$ cat config.mk
export PLATFORM = sky130hd
export DESIGN_NAME = pdt_timer
export DESIGN_NICKNAME = d
export VERILOG_FILES = /design/src/rtl/pdt_timer_pkg.sv /design/src/rtl/pdt_tick_gen.sv /design/src/rtl/pdt_down_cnt.sv /design/src/rtl/pdt_regs.sv /design/src/rtl/pdt_timer.sv
export SDC_FILE = /design/constraint.sdc
export NUM_CORES = 1
export LEC_CHECK = 0
export BUFFER_PORTS_ARGS = -buffer_cell sky130_fd_sc_hd__buf_2
export CAP_MARGIN = 20
export CORE_UTILIZATION = 54
export CTS_BUF_LIST = sky130_fd_sc_hd__clkbuf_8
export CTS_CLUSTER_DIAMETER = 80
export DETAILED_ROUTE_END_ITERATION = 6
export GPL_TIMING_DRIVEN = 1
export HOLD_SLACK_MARGIN = 0.06
export PLACE_DENSITY = 0.79
export SYNTH_ARGS = -nofsm -noshare
export SYNTH_HDL_FRONTEND = slang
export SYNTH_SLANG_ARGS = --single-unit
$ cat constraint.sdc
create_clock -name clk_i -period 3.37 [get_ports clk_i]
set_input_delay 0.1685 -clock clk_i [delete_from_list [all_inputs] [get_ports clk_i]]
set_output_delay 0.1685 -clock clk_i [all_outputs]
set_load 0.02 [all_outputs]
$ cat src/rtl/pdt_timer_pkg.sv
package pdt_timer_pkg;
  localparam logic [7:0] OFF_CFG0 = 8'h00;
  localparam logic [7:0] OFF_CFG1 = 8'h04;
  localparam logic [7:0] OFF_CTRL = 8'h08;
  localparam logic [7:0] OFF_BUF  = 8'h0C;
  localparam logic [7:0] OFF_OBS  = 8'h10;

  localparam int PSC_LSB    = 8;
  localparam int SEL_LSB    = 16;
  localparam int START_BIT  = 20;
  localparam int MANUAL_BIT = 21;
  localparam int RELOAD_BIT = 22;

  typedef struct packed {
    logic reload;
    logic manual;
    logic start;
  } ctrl_t;
endpackage

$ cat src/rtl/pdt_tick_gen.sv
module pdt_tick_gen #(
  parameter int PSC_W = 8,
  parameter int SEL_W = 4
) (
  input  logic             clk_i,
  input  logic             rst_ni,
  input  logic             run_i,
  input  logic [PSC_W-1:0] psc_i,
  input  logic [SEL_W-1:0] sel_i,
  output logic             tick_o
);
  localparam int DIV_W = 2 ** SEL_W;

  logic [PSC_W-1:0] psc_cnt_q;
  logic [DIV_W-1:0] div_cnt_q;
  logic [DIV_W:0]   div_lim;
  logic             pre_tick;

  // divide ratio 2^(sel+1), counter wraps at ratio-1
  assign div_lim  = ({{DIV_W{1'b0}}, 1'b1} << ((SEL_W+1)'(sel_i) + 1'b1)) - 1'b1;
  assign pre_tick = run_i && (psc_cnt_q == psc_i);
  assign tick_o   = pre_tick && (div_cnt_q == div_lim[DIV_W-1:0]);

  always_ff @(posedge clk_i or negedge rst_ni) begin
    if (!rst_ni) begin
      psc_cnt_q <= '0;
      div_cnt_q <= '0;
    end else if (!run_i) begin
      psc_cnt_q <= '0;
      div_cnt_q <= '0;
    end else if (pre_tick) begin
      psc_cnt_q <= '0;
      div_cnt_q <= tick_o ? '0 : div_cnt_q + 1'b1;
    end else begin
      psc_cnt_q <= psc_cnt_q + 1'b1;
    end
  end

  // stopped channel produces no tick the following cycle
  p_idle_no_tick_r9: assert property (@(posedge clk_i) disable iff (!rst_ni)
    !run_i |=> !tick_o);
endmodule

$ cat src/rtl/pdt_down_cnt.sv
module pdt_down_cnt #(
  parameter int CNT_W = 16
) (
  input  logic             clk_i,
  input  logic             rst_ni,
  input  logic             manual_i,
  input  logic             reload_i,
  input  logic             tick_i,
  input  logic [CNT_W-1:0] buf_i,
  output logic [CNT_W-1:0] cnt_o,
  output logic             stop_o,
  output logic             irq_o
);
  logic [CNT_W-1:0] cnt_q;
  logic             irq_q;
  logic             at_zero_tick;

  assign at_zero_tick = tick_i && !manual_i && (cnt_q == '0);
  assign stop_o       = at_zero_tick && !reload_i;

  always_ff @(posedge clk_i or negedge rst_ni) begin
    if (!rst_ni) begin
      cnt_q <= '0;
      irq_q <= 1'b0;
    end else begin
      irq_q <= at_zero_tick;
      if (manual_i)
        cnt_q <= buf_i;
      else if (tick_i) begin
        if (cnt_q != '0)   cnt_q <= cnt_q - 1'b1;
        else if (reload_i) cnt_q <= buf_i;
      end
    end
  end

  assign cnt_o = cnt_q;
  assign irq_o = irq_q;

  p_manual_load_r4: assert property (@(posedge clk_i) disable iff (!rst_ni)
    manual_i |=> cnt_o == $past(buf_i));
  p_decrement_r6: assert property (@(posedge clk_i) disable iff (!rst_ni)
    (tick_i && !manual_i && cnt_o != '0) |=> cnt_o == $past(cnt_o) - 1'b1);
  p_irq_pulse_r7: assert property (@(posedge clk_i) disable iff (!rst_ni)
    irq_o |=> !irq_o);
  p_oneshot_hold_r8: assert property (@(posedge clk_i) disable iff (!rst_ni)
    (tick_i && !manual_i && !reload_i && cnt_o == '0) |=> cnt_o == '0);
endmodule

$ cat src/rtl/pdt_regs.sv
module pdt_regs
  import pdt_timer_pkg::*;
#(
  parameter int ADDR_W = 5,
  parameter int PSC_W  = 8,
  parameter int SEL_W  = 4,
  parameter int CNT_W  = 16
) (
  input  logic              clk_i,
  input  logic              rst_ni,
  input  logic              we_i,
  input  logic [ADDR_W-1:0] addr_i,
  input  logic [31:0]       wdata_i,
  output logic [31:0]       rdata_o,
  input  logic [CNT_W-1:0]  cnt_i,
  input  logic              stop_i,
  output logic [PSC_W-1:0]  psc_o,
  output logic [SEL_W-1:0]  sel_o,
  output ctrl_t             ctrl_o,
  output logic [CNT_W-1:0]  buf_o
);
  logic [PSC_W-1:0] psc_q;
  logic [SEL_W-1:0] sel_q;
  ctrl_t            ctrl_q;
  logic [CNT_W-1:0] buf_q;
  logic             hit_cfg0, hit_cfg1, hit_ctrl, hit_buf, hit_obs;

  assign hit_cfg0 = addr_i == ADDR_W'(OFF_CFG0);
  assign hit_cfg1 = addr_i == ADDR_W'(OFF_CFG1);
  assign hit_ctrl = addr_i == ADDR_W'(OFF_CTRL);
  assign hit_buf  = addr_i == ADDR_W'(OFF_BUF);
  assign hit_obs  = addr_i == ADDR_W'(OFF_OBS);

  always_ff @(posedge clk_i or negedge rst_ni) begin
    if (!rst_ni) begin
      psc_q  <= '0;
      sel_q  <= '0;
      ctrl_q <= '0;
      buf_q  <= '0;
    end else begin
      if (we_i && hit_cfg0) psc_q <= wdata_i[PSC_LSB +: PSC_W];
      if (we_i && hit_cfg1) sel_q <= wdata_i[SEL_LSB +: SEL_W];
      if (we_i && hit_buf)  buf_q <= wdata_i[CNT_W-1:0];
      if (we_i && hit_ctrl) begin
        ctrl_q.start  <= wdata_i[START_BIT];
        ctrl_q.manual <= wdata_i[MANUAL_BIT];
        ctrl_q.reload <= wdata_i[RELOAD_BIT];
      end else if (stop_i) begin
        ctrl_q.start <= 1'b0;
      end
    end
  end

  always_comb begin
    rdata_o = '0;
    if (hit_cfg0) rdata_o[PSC_LSB +: PSC_W] = psc_q;
    if (hit_cfg1) rdata_o[SEL_LSB +: SEL_W] = sel_q;
    if (hit_ctrl) begin
      rdata_o[START_BIT]  = ctrl_q.start;
      rdata_o[MANUAL_BIT] = ctrl_q.manual;
      rdata_o[RELOAD_BIT] = ctrl_q.reload;
    end
    if (hit_buf)  rdata_o[CNT_W-1:0] = buf_q;
    if (hit_obs)  rdata_o[CNT_W-1:0] = cnt_i;
  end

  assign psc_o  = psc_q;
  assign sel_o  = sel_q;
  assign ctrl_o = ctrl_q;
  assign buf_o  = buf_q;

  p_oneshot_stop_r8: assert property (@(posedge clk_i) disable iff (!rst_ni)
    (stop_i && !(we_i && hit_ctrl)) |=> !ctrl_o.start);
  p_write_sets_start_r6: assert property (@(posedge clk_i) disable iff (!rst_ni)
    (we_i && hit_ctrl) |=> ctrl_o.start == $past(wdata_i[START_BIT]));
endmodule

$ cat src/rtl/pdt_timer.sv
module pdt_timer
  import pdt_timer_pkg::*;
#(
  parameter int ADDR_W = 5,
  parameter int PSC_W  = 8,
  parameter int SEL_W  = 4,
  parameter int CNT_W  = 16
) (
  input  logic              clk_i,
  input  logic              rst_ni,
  input  logic              we_i,
  input  logic [ADDR_W-1:0] addr_i,
  input  logic [31:0]       wdata_i,
  output logic [31:0]       rdata_o,
  output logic              irq_o
);
  logic [PSC_W-1:0] psc;
  logic [SEL_W-1:0] sel;
  ctrl_t            ctrl;
  logic [CNT_W-1:0] cnt_buf, cnt;
  logic             tick, stop;

  pdt_regs #(.ADDR_W(ADDR_W), .PSC_W(PSC_W), .SEL_W(SEL_W), .CNT_W(CNT_W)) u_regs (
    .clk_i, .rst_ni, .we_i, .addr_i, .wdata_i, .rdata_o,
    .cnt_i(cnt), .stop_i(stop), .psc_o(psc), .sel_o(sel), .ctrl_o(ctrl), .buf_o(cnt_buf)
  );

  pdt_tick_gen #(.PSC_W(PSC_W), .SEL_W(SEL_W)) u_tick (
    .clk_i, .rst_ni, .run_i(ctrl.start), .psc_i(psc), .sel_i(sel), .tick_o(tick)
  );

  pdt_down_cnt #(.CNT_W(CNT_W)) u_cnt (
    .clk_i, .rst_ni, .manual_i(ctrl.manual), .reload_i(ctrl.reload), .tick_i(tick),
    .buf_i(cnt_buf), .cnt_o(cnt), .stop_o(stop), .irq_o(irq_o)
  );

  // a tick needs a started channel
  p_tick_needs_start_r5: assert property (@(posedge clk_i) disable iff (!rst_ni)
    tick |-> ctrl.start);
endmodule

**Word-level counts from Yosys, hierarchy flattened**

Cells that the tools add are included.

- $add $sub $neg: 5
- Reduce and logical (&&, ||, !) cells: 18
- Equal/unequal tests: 7
- Muxes and demuxes: 16
- Shift-type cells: 1

Operator list:

| operator | count |
|---|---|
| 2-to-1 mux 16 bit | 9 |
| subtractor 16 x 1 -> 16 bit, second input constant | 2 |
| 2-to-1 mux 8 bit | 3 |
| adder 16 x 1 -> 16 bit, second input constant | 1 |
| == test 16 bit | 1 |
| logical NOT 16 bit | 1 |
| nonzero test 16 bit | 1 |
| left shift 1 x 5 -> 16 bit, first input constant | 1 |
| == test 5 x 4 -> 1 bit, second input constant | 2 |
| logical AND 1 bit | 9 |
| adder 8 x 1 -> 8 bit, second input constant | 1 |
| == test 8 bit | 1 |
| adder 4 x 1 -> 5 bit, second input constant | 1 |
| == test 5 x 3 -> 1 bit, second input constant | 1 |
| == test 5 bit, second input constant | 1 |
| logical NOT 5 bit | 1 |
| 2-to-1 mux 4 bit | 1 |
| nonzero test 2 bit | 2 |
| 2-to-1 mux 3 bit | 1 |
| nonzero test 3 bit | 1 |
| logical NOT 1 bit | 2 |
| 2-to-1 mux 1 bit | 2 |
| != test 2 x 1 -> 1 bit, second input constant | 1 |
| AND reduction 2 bit | 1 |

- Register bits: 72
- Word-level logic and storage cells: 57
- Input bits: 40

**Depth between registers and ports, before layout**

Gate-level depths: netlist (run 1).

- Word-level depth: 10
- Gate-level depth with buffers: 13

**Cells and area by module**

A second synthesis (run 1) with hierarchy kept.

- Cell total of the unflattened synthesis: 550
- Area total of the unflattened synthesis: 4968.5 µm²

By module, submodules not included:

| module | instances | cells each | area an instance (µm²) |
|---|---|---|---|
| pdt_tick_gen | 1 | 263 | 2075.7 |
| pdt_regs | 1 | 143 | 1667.8 |
| pdt_down_cnt | 1 | 144 | 1224.9 |

**Worst setup path after synthesis (run 1)**

No wires, ideal clock.

- Kind: register -> register
- Start: register u_regs.sel_q[1] (netlist: u_regs.sel_o[1])
- End: register u_cnt.cnt_q[12] (netlist: u_cnt.cnt_o[12])
- Required time: 3283 ps
- Setup time: 87 ps
- Stages on the path, launching flop included: 13
- Setup slack: -54 ps
- Arrival time: 3337 ps
- Path through: dfrtp_1 -> buf_6 -> nor4_2 -> inv_1 -> ha_1 -> or4bb_1 -> a21o_1 -> a311oi_2 -> nand4_2 -> or4_4 -> buf_6 -> or3_1 -> o211ai_1

- Cells in the longest elaborated chain, start to end: 7

Ends and longest elaborated chain:

| item | line | source |
|---|---|---|
| from (decl) | pdt_regs.sv:23 | `logic [SEL_W-1:0] sel_q;` |
| from (signal assigned) | pdt_regs.sv:42 | `if (we_i && hit_cfg1) sel_q <= wdata_i[SEL_LSB +: SEL_W];` |
| adder 4 x 1 -> 5 bit | pdt_tick_gen.sv:20 | `assign div_lim = ({{DIV_W{1'b0}}, 1'b1} << ((SEL_W+1)'(sel_i) + 1'b1)) - 1'b1;` |
| left shift 1 x 5 -> 16 bit | pdt_tick_gen.sv:20 |  |
| subtractor 16 x 1 -> 16 bit | pdt_tick_gen.sv:20 |  |
| == test 16 bit | pdt_tick_gen.sv:22 | `assign tick_o = pre_tick && (div_cnt_q == div_lim[DIV_W-1:0]);` |
| logical AND 1 bit | pdt_tick_gen.sv:22 |  |
| nonzero test 2 bit (no source line) | n/a |  |
| AND reduction 2 bit (no source line) | n/a |  |
| to (signal assigned) | pdt_down_cnt.sv:28 | `cnt_q <= buf_i;` |
| to (signal assigned) | pdt_down_cnt.sv:30 | `if (cnt_q != '0) cnt_q <= cnt_q - 1'b1;` |
| to (signal assigned) | pdt_down_cnt.sv:31 | `else if (reload_i) cnt_q <= buf_i;` |
| to (decl) | pdt_down_cnt.sv:14 | `logic [CNT_W-1:0] cnt_q;` |

Every way passes these cells.
A chain may end at the register's enable or synchronous reset.

**Worst setup path after layout (run 1)**

- Start: register u_regs.sel_q[3] (netlist: u_regs.sel_o[3])
- End: register u_cnt.cnt_q[0] (netlist: u_cnt.cnt_o[0])

Same word-level chain as after synthesis.

==> results_dict.tcl, run 1 <==
set metrics [dict create \
    viasPerCell 6.31 \
    hpwl_um 9140 \
    h-tree-depth 3 \
    post-place-ws_ns -0.0271 \
    startpoint_type "register" \
    skew_ns 0.0120 \
    firstDrtPassIters 7 \
    cp_max_fo 8 \
    synth.area.top_cells "dfrtp_1 36%, mux2_2 6.8%, nor2_1 3.4%" \
    synth-async-reset-ratio 1.00 \
    area_growth_pct 18.3 \
    most-common-layout-cells "72 x dfrtp_1, 54 x buf_2, 45 x nor2_1" \
    min_period_ns 3.40 \
    synth_seq_area_share 0.362 \
    cts_max_path_buffers 2 \
    ff2ff_path_depth 10 \
    root_buffer "clkbuf_8" \
    cpMaxStageDelayCell "or4_4" \
    drc_errors 1 \
    violations "DRC, hold timing, setup timing" \
    worstMarginPinSlew_ns 1.09 \
    hold_class "in -> async" \
    instances_no_fill 735 \
    avgSynthCellArea_um2 9.27 \
    grt_setup_unrepaired "true" \
    fin_util 0.669 \
    port_buffers 54 \
    cp_slowest_stage_delay_ns 0.62 \
    status "finished with violations" \
    ys.flop_type "dfrtp_1" \
    track_usage 0.290 \
    wl_um 13300 \
    power_leakage_nw 2.72 \
    cp-startpoint "u_regs.sel_o[3]" \
    syn_inst 537 \
    hold-worst-slack_ns -0.00177 \
    rows 34 \
    slew_headroom 0.267 \
    routabilityCongestion 0.933 \
    cp.required_ns 3.65 \
    timing.final.crit_share 1.01 \
    end_kind "register" \
    slew_viol_final 0 \
    ir_drop_v 0.000369 \
    start_util 0.565 \
    r2r_setup_slack_ns -0.03 \
    grt_max_degree 73 \
    path_class "reg -> reg" \
    worstSkewPairLatency_ns 0.36 \
    setup_viol 4 \
    final_nets 667 \
    cts_sinks 72 \
    clk_pin_slew_worst_paths_ns 0.08 \
    crit_chain "nor4_4 > inv_2 > ha_4 > or4bb_1 > a21o_1 > a311oi_2 > nand4_2 > or4_4 > mux2_4 > nor3_2" \
    reg2reg_from "u_regs.sel_o[3]" \
    antenna_found_initial 0 \
    crit-reg2reg-capture "u_cnt.cnt_o[0]" \
    layout_setup_ws_ns -0.0275 \
    core_area_um2 8810 \
    die-area_um2 9610 \
    grt_pass1_vias 4598 \
    chipHeight_um 98.0 \
    cap_viol_max_count 0 \
    synth_warnings 0 \
    dp.cells 691 \
    overflow 0 \
    fmax_mhz 294 \
    cts_tree "yes" \
    layout_commonest_cell "dfrtp_1" \
    die_x_um 98.0 \
    drive_gt1_frac 0.270 \
    cts_made_buffers 9 \
    ys_ff_latch 72 \
    hold_viol 2 \
    synth-edff-count 0 \
    synth_top_area_share 0.362 \
    synth_cell_types 79 \
    io_pins 73 \
    postRouteAntennaNets 0 \
    syn_area_um2 4980 \
    drtIter0Drc 336 \
    power_density_nw_per_um2 491 \
    wl_per_cell_um 18.0 \
    synth_top_area_cell "dfrtp_1" \
    crit_arrival_ns 3.68 \
    vias 4636 \
    grt_pass1_wl_um 22300 \
    antenna_cells 0 \
]
-- per-layer routing --
| metal | vias to the layer above | routed length (um) | GRT usage |
|---|---|---|---|
| met4 | 0 | 265 | 0.107 |
| met3 | 29 | 807 | 0.0451 |
| met5 | - | 0 | 0 |
| met2 | 184 | 6840 | 0.505 |
| li1 | 2165 | - | - |
| met1 | 2258 | 5350 | 0.361 |
-- state kept, by name, indices dropped and copies added, names as in the netlist --
register / flops
u_cnt.cnt_o: 16
u_regs.buf_o: 16
u_tick.div_cnt_q: 16
u_regs.psc_o: 8
u_tick.psc_cnt_q: 8
u_regs.sel_o: 4
u_regs.ctrl_o: 3
u_cnt.irq_o: 1
-- repair_timing --
action / 4_1_cts / 5_1_grt
hold endpoints to repair: 21 / 1
resized for setup: 0 / 12
pin swaps: 9 / 8
buffers inserted: 4 / 4
hold buffers: 19 / 1
setup endpoints to repair: 2 / 31
-- report_power, final --
group | internal [mW] | leakage (nW) | total [mW] | switching [mW]
clock network | 0.288 | 0.0887 | 0.638 | 0.350
registers | 1.01 | 0.940 | 1.23 | 0.217
logic | 0.477 | 1.69 | 1.02 | 0.544
-- critical path: cells and delay by family (launching register included) --
family | cells | cell delay [ns]
DFF | 1 | 0.42
muxes | 1 | 0.33
and+or+nand+nor | 5 | 1.76
buffers and inverters | 1 | 0.08
AOI/OAI and AO/OA | 2 | 0.53
adders and majority gates | 1 | 0.20
-- cells by family (layout without fill, tap and decap cells) --
family	after synthesis	after routing	share of synthesized area
compound gates	117	117	0.188
xor+xnor	20	20	0.0352
fa+ha+maj	5	5	0.0126
buf+inv	60	142	0.0646
flops	72	72	0.362
mux	36	36	0.0809
other cells	2	10	0.00151
simple gates	225	225	0.255
-- through the flow --
step	instance area (um2)	setup TNS, ns	total power [mW]
floorplan	5030	0	1.90
global placement	5390	0	2.13
detailed placement	5390	-0.0395	2.17
CTS	5790	0	2.85
global route	5890	-1.58	3.06
finish	5890	-0.0520	2.89
-- area by class of cell --
type	count	area (um2)
Tap cell	108	135
Clock inverter	6	42.5
Fill cell	728	2920
Inverter	18	67.6
Timing Repair Buffer	108	746
Clock buffer	10	138
Sequential cell	72	1800
Multi-Input combinational cell	413	2960
-- cell usage after synthesis (all sizes together), types with 6 or more instances --
| master | number |
|---|---|
| nand3 | 19 |
| and2 | 12 |
| o21ai | 17 |
| buf | 20 |
| clkbuf | 22 |
| nand2b | 7 |
| or4 | 6 |
| xor2 | 16 |
| nand2 | 36 |
| nor2b | 8 |
| a22o | 8 |
| o211a | 6 |
| a222oi | 8 |
| dfrtp | 72 |
| nor3 | 22 |
| nor4 | 13 |
| mux2 | 31 |
| or3 | 10 |
| nor2 | 45 |
| inv | 18 |
| and3 | 10 |
| a21o | 8 |
| nor3b | 10 |
| a21oi | 12 |
-- worst max path at each step --
stage	end	slack, ns	cells past startpoint
3_3_place_gp	u_cnt.cnt_o[12]	0.06	10
2_1_floorplan	u_cnt.cnt_o[12]	0.007	11
3_5_place_dp	u_cnt.cnt_o[12]	-0.03	10
4_1_cts	u_tick.div_cnt_q[3]	0.02	12
6_report	u_cnt.cnt_o[0]	-0.03	10
5_1_grt	u_cnt.cnt_o[0]	-0.14	10
Power figures use the tool's default switching activity.
==> run 2, diff against run 1 <==
--- a/config.mk
+++ b/config.mk
@@ -6,7 +6,7 @@
 export NUM_CORES = 1
 export LEC_CHECK = 0
 export BUFFER_PORTS_ARGS = -buffer_cell sky130_fd_sc_hd__buf_2
-export CAP_MARGIN = 20
+export CAP_MARGIN = 10
 export CORE_UTILIZATION = 54
 export CTS_BUF_LIST = sky130_fd_sc_hd__clkbuf_8
 export CTS_CLUSTER_DIAMETER = 80
@@ -14,6 +14,7 @@
 export GPL_TIMING_DRIVEN = 1
 export HOLD_SLACK_MARGIN = 0.06
 export PLACE_DENSITY = 0.79
+export RECOVER_POWER = 25
 export SYNTH_ARGS = -nofsm -noshare
 export SYNTH_HDL_FRONTEND = slang
 export SYNTH_SLANG_ARGS = --single-unit
==> results_dict.tcl, run 2 (same netlist as run 1, synthesis figures left out) <==
set metrics [dict create \
    firstDrtPassIters 7 \
    min_period_ns 3.40 \
    antenna_found_initial 0 \
    end_kind "register" \
    path_class "reg -> reg" \
    status "finished with violations" \
    slew_headroom -0.212 \
    worstMarginPinSlew_ns 1.82 \
    totalPowerFinal_mw 2.89 \
    cap_viol_max_count 1 \
    cts_tree "yes" \
    slew_viol_final 73 \
    worstHoldStart "wdata_i[8]" \
    cts_made_buffers 9 \
    overflow 0 \
    cp_max_fo 8 \
    hold_class "in -> reg" \
    drtIter0Drc 338 \
    skew_ns 0.0108 \
    reg2reg_from "u_regs.sel_o[3]" \
    postRouteAntennaNets 0 \
    hold_depth 2 \
    r2r_setup_slack_ns -0.03 \
    io_pins 73 \
    clk_pin_slew_worst_paths_ns 0.08 \
    die-area_um2 9610 \
    drive_gt1_frac 0.270 \
    drc_errors 1 \
    power_density_nw_per_um2 491 \
    h-tree-depth 3 \
    fmax_mhz 294 \
    timing.final.crit_share 1.01 \
    core_area_um2 8810 \
    rows 34 \
    worstSkewPairLatency_ns 0.36 \
    hpwl_um 9140 \
    most-common-layout-cells "72 x dfrtp_1, 54 x buf_2, 45 x nor2_1" \
    area_growth_pct 18.2 \
    instances_no_fill 735 \
    cts_sinks 72 \
    hold_path_end "u_regs.psc_o[0]" \
    root_buffer "clkbuf_8" \
    cts_max_path_buffers 2 \
    wl_per_cell_um 18.1 \
    wl_um 13300 \
    antenna_cells 0 \
    crit_arrival_ns 3.68 \
    viasPerCell 6.34 \
    hold_viol 0 \
    setup_viol 4 \
    nFillCells 728 \
    track_usage 0.290 \
    chipHeight_um 98.0 \
    vias 4659 \
    cp.required_ns 3.65 \
    dp.cells 691 \
    layout_setup_ws_ns -0.0311 \
    grt_pass1_vias 4598 \
    port_buffers 54 \
    grt_max_degree 73 \
    ff2ff_path_depth 10 \
    violations "DRC, capacitance limit, slew limit, setup timing" \
    layout_commonest_cell "dfrtp_1" \
    final_nets 667 \
    die_x_um 98.0 \
    ir_drop_v 0.000369 \
    crit-reg2reg-capture "u_cnt.cnt_o[0]" \
    startpoint_type "register" \
    start_util 0.565 \
    grt_pass1_wl_um 22300 \
    power_leakage_nw 2.72 \
    grt_setup_unrepaired "true" \
    routabilityCongestion 0.933 \
]
## run 2: changes by cell type in the layout (fill, tap and decap cells not counted)
cell	delta
buf_4	-1
clkbuf_2	+1
## run 2: area by class of cell
cell class / instances / area, um2 / share of cell area
multi-input combinational: 413 / 2960 / 0.503
sequential: 72 / 1800 / 0.306
timing repair buffer: 108 / 743 / 0.126
clock buffer: 10 / 138 / 0.0234
tap: 108 / 135 / 0.0230
inverter: 18 / 67.6 / 0.0115
clock inverter: 6 / 42.5 / 0.00723
## run 2: timing repair
item	CTS	global route
setup buffers	4	4
pin swaps	9	8
setup endpoints to repair	2	31
endpoints found under the hold margin	21	1
resized for setup	0	12
hold buffers	19	1
## run 2: worst max-delay path: stages (launching register included)
cell and delay, ns:
dfrtp_1 0.42, nor4_4 0.33, inv_2 0.08, ha_4 0.19, or4bb_1 0.52, a21o_1 0.20, a311oi_2 0.33, nand4_2 0.19
or4_4 0.62, mux2_4 0.33, nor3_2 0.10
## run 2: layer usage
metal	up-vias	wire length, um	GRT usage
met5	-	0	0
met4	0	276	0.107
met3	26	841	0.0451
met2	201	6820	0.505
met1	2270	5370	0.361
li1	2162	-	-
## run 2: worst max path at each step
stage	from	end	cells past startpoint
after detailed placement	u_regs.sel_o[3]	u_cnt.cnt_o[12]	10
after global routing	u_regs.sel_o[3]	u_cnt.cnt_o[0]	10
final	u_regs.sel_o[3]	u_cnt.cnt_o[0]	10
after global placement	u_regs.sel_o[3]	u_cnt.cnt_o[12]	10
after floorplan	u_regs.sel_o[3]	u_cnt.cnt_o[12]	11
after CTS	u_regs.sel_o[1]	u_tick.div_cnt_q[3]	12
## run 2: power by group
| group | switching, mW | total (mW) | leakage (nW) | internal, mW |
|---|---|---|---|---|
| combinational | 0.545 | 1.02 | 1.69 | 0.476 |
| sequential | 0.219 | 1.23 | 0.940 | 1.01 |
| clock | 0.349 | 0.637 | 0.0887 | 0.288 |
## run 2: per-stage QoR
stage / hold slack (ns) / instance area [um2] / util / TNS [ns] / setup WS, ns
after floorplan: -0.127 / 5030 / - / 0 / 0.00727
after global placement: 0.400 / 5390 / 0.613 / 0 / 0.0634
after detailed placement: 0.406 / 5390 / 0.613 / -0.0395 / -0.0271
after CTS: 0.0601 / 5790 / 0.658 / 0 / 0.0224
after global routing: 0.0749 / 5890 / 0.669 / -1.58 / -0.140
final: 0.0685 / 5890 / 0.669 / -0.0644 / -0.0311
==> run 3, diff against run 2 <==
==> constraint.sdc (replaced) <==
create_clock -name clk_i -period 2.85 [get_ports clk_i]
set_input_delay 0.1425 -clock clk_i [delete_from_list [all_inputs] [get_ports clk_i]]
set_output_delay 0.1425 -clock clk_i [all_outputs]
set_load 0.02 [all_outputs]
==> results_dict.tcl, run 3 (same netlist as run 1, synthesis figures left out) <==
set metrics [dict create \
    overflow 0 \
    worstSkewPairLatency_ns 0.35 \
    cpMaxStageDelayCell "or4bb_1" \
    start_util 0.565 \
    cp_slowest_stage_delay_ns 0.53 \
    totalPowerFinal_mw 3.73 \
    path_class "reg -> reg" \
    nFillCells 652 \
    cp-startpoint "u_regs.sel_o[3]" \
    skew_ns 0.00973 \
    hold_class "in -> reg" \
    ff2ff_path_depth 13 \
    cp_common_cell "buf_6" \
    cp.required_ns 3.08 \
    end_kind "register" \
    reg2reg_from "u_regs.sel_o[3]" \
    hold_path_end "u_regs.ctrl_o[0]" \
    wl_um 14400 \
    slew_headroom -0.204 \
    crit_chain "nor4_4 > inv_2 > ha_4 > or4bb_1 > a21o_1 > a311oi_2 > nand4_2 > buf_6 > o31ai_4 > buf_6 > buf_12 > nor3_1 > a211o_1" \
    drc_errors 5 \
    min_period_ns 3.35 \
    grt_setup_unrepaired "true" \
    hpwl_um 9530 \
    power_density_nw_per_um2 589 \
    crit_arrival_ns 3.58 \
    routabilityCongestion 0.961 \
    port_buffers 54 \
    die-area_um2 9610 \
    cts_sinks 72 \
    hold_viol 0 \
    crit-reg2reg-capture "u_tick.div_cnt_q[3]" \
    clk_pin_slew_worst_paths_ns 0.08 \
    drtIter0Drc 351 \
    cts_tree "yes" \
    worstMarginPinSlew_ns 1.81 \
    layout_setup_ws_ns -0.500 \
    vias 4879 \
    power_leakage_nw 2.95 \
    grt_pass1_vias 4838 \
    dp.cells 715 \
    layout_commonest_cell "dfrtp_1" \
    die_x_um 98.0 \
    cts_max_path_buffers 2 \
    root_buffer "clkbuf_8" \
    final_nets 703 \
    post-place-ws_ns -0.481 \
    final_cell_area_um2 6340 \
    drive_gt1_frac 0.323 \
    violations "DRC, capacitance limit, slew limit, setup timing" \
    instances_no_fill 771 \
    postRouteAntennaNets 0 \
    antenna_found_initial 0 \
    ir_drop_v 0.000335 \
    cts_made_buffers 9 \
    antenna_cells 0 \
    r2r_setup_slack_ns -0.50 \
    setup_viol 33 \
    startpoint_type "register" \
    io_pins 73 \
    cp_max_fo 7 \
    grt_max_degree 73 \
    timing.final.crit_share 1.18 \
    slew_viol_final 73 \
    grt_pass1_wl_um 23500 \
    hold-worst-slack_ns 0.128 \
    track_usage 0.308 \
    fmax_mhz 298 \
    cap_viol_max_count 1 \
    worstHoldStart "wdata_i[20]" \
    viasPerCell 6.33 \
    firstDrtPassIters 7 \
    wl_per_cell_um 18.7 \
    area_growth_pct 27.3 \
    fin_util 0.720 \
    status "finished with violations" \
    hold_depth 3 \
    most-common-layout-cells "71 x dfrtp_1, 57 x buf_4, 51 x buf_2" \
    setup_tns_ns -11.95 \
    h-tree-depth 3 \
    place_area_um2 5580 \
    core_area_um2 8810 \
    rows 34 \
    chipHeight_um 98.0 \
]
[run 3: changes by cell type in the layout (fill, tap and decap cells not counted), moves of 3 or more]
| cell | previous run | this run |
|---|---|---|
| clkbuf_1 | 0 | 3 |
| buf_6 | 2 | 5 |
| o41ai_2 | 0 | 4 |
| buf_4 | 30 | 57 |
| o21ai_0 | 13 | 6 |
| o41ai_1 | 5 | 1 |
| o21ai_2 | 0 | 8 |
| dlygate4sd3_1 | 20 | 23 |
| buf_2 | 54 | 51 |
[run 3: layer usage]
metal / GRT usage / up-vias / routed length [um]
li1: - / 2236 / -
met1: 0.419 / 2378 / 6090
met2: 0.486 / 236 / 6820
met3: 0.0494 / 29 / 1240
met4: 0.138 / 0 / 299
met5: 0 / - / 0
[run 3: power breakdown]
part | internal, mW | total, mW | switching, mW | leakage [nW]
logic | 0.667 | 1.40 | 0.730 | 1.90
clock network | 0.487 | 0.894 | 0.407 | 0.112
registers | 1.20 | 1.44 | 0.243 | 0.939
[run 3: area by class of cell]
cell class | instances | area [um2] | area share
inverter | 18 | 67.6 | 0.0107
multi-input combinational | 413 | 3040 | 0.480
timing repair buffer | 144 | 1080 | 0.170
sequential | 72 | 1800 | 0.284
tap | 108 | 135 | 0.0213
clock inverter | 7 | 88.8 | 0.0140
clock buffer | 9 | 124 | 0.0195
[run 3: repair_timing]
action	in CTS	in global routing
buffers inserted	9	6
hold endpoints to repair	81	0
endpoints found under the setup margin	34	34
gates cloned	1	2
pin swaps	12	21
hold buffers	23	0
resized for setup	23	20
[run 3: worst max-delay path: cells and delay by family (launching register included)]
family	cells	cell delay (ns)
and+or+nand+nor	4	1.05
AOI/OAI and AO/OA	4	1.01
DFF	1	0.42
adders and majority gates	1	0.18
buffers and inverters	4	0.58
[run 3: how the worst max path moves through the flow]
stage / endpoint / cells past startpoint
6_report: u_tick.div_cnt_q[3] / 13
5_1_grt: u_tick.div_cnt_q[3] / 13
4_1_cts: u_tick.div_cnt_q[3] / 12
3_5_place_dp: u_cnt.irq_o / 13
3_3_place_gp: u_cnt.irq_o / 13
2_1_floorplan: u_cnt.cnt_o[12] / 9
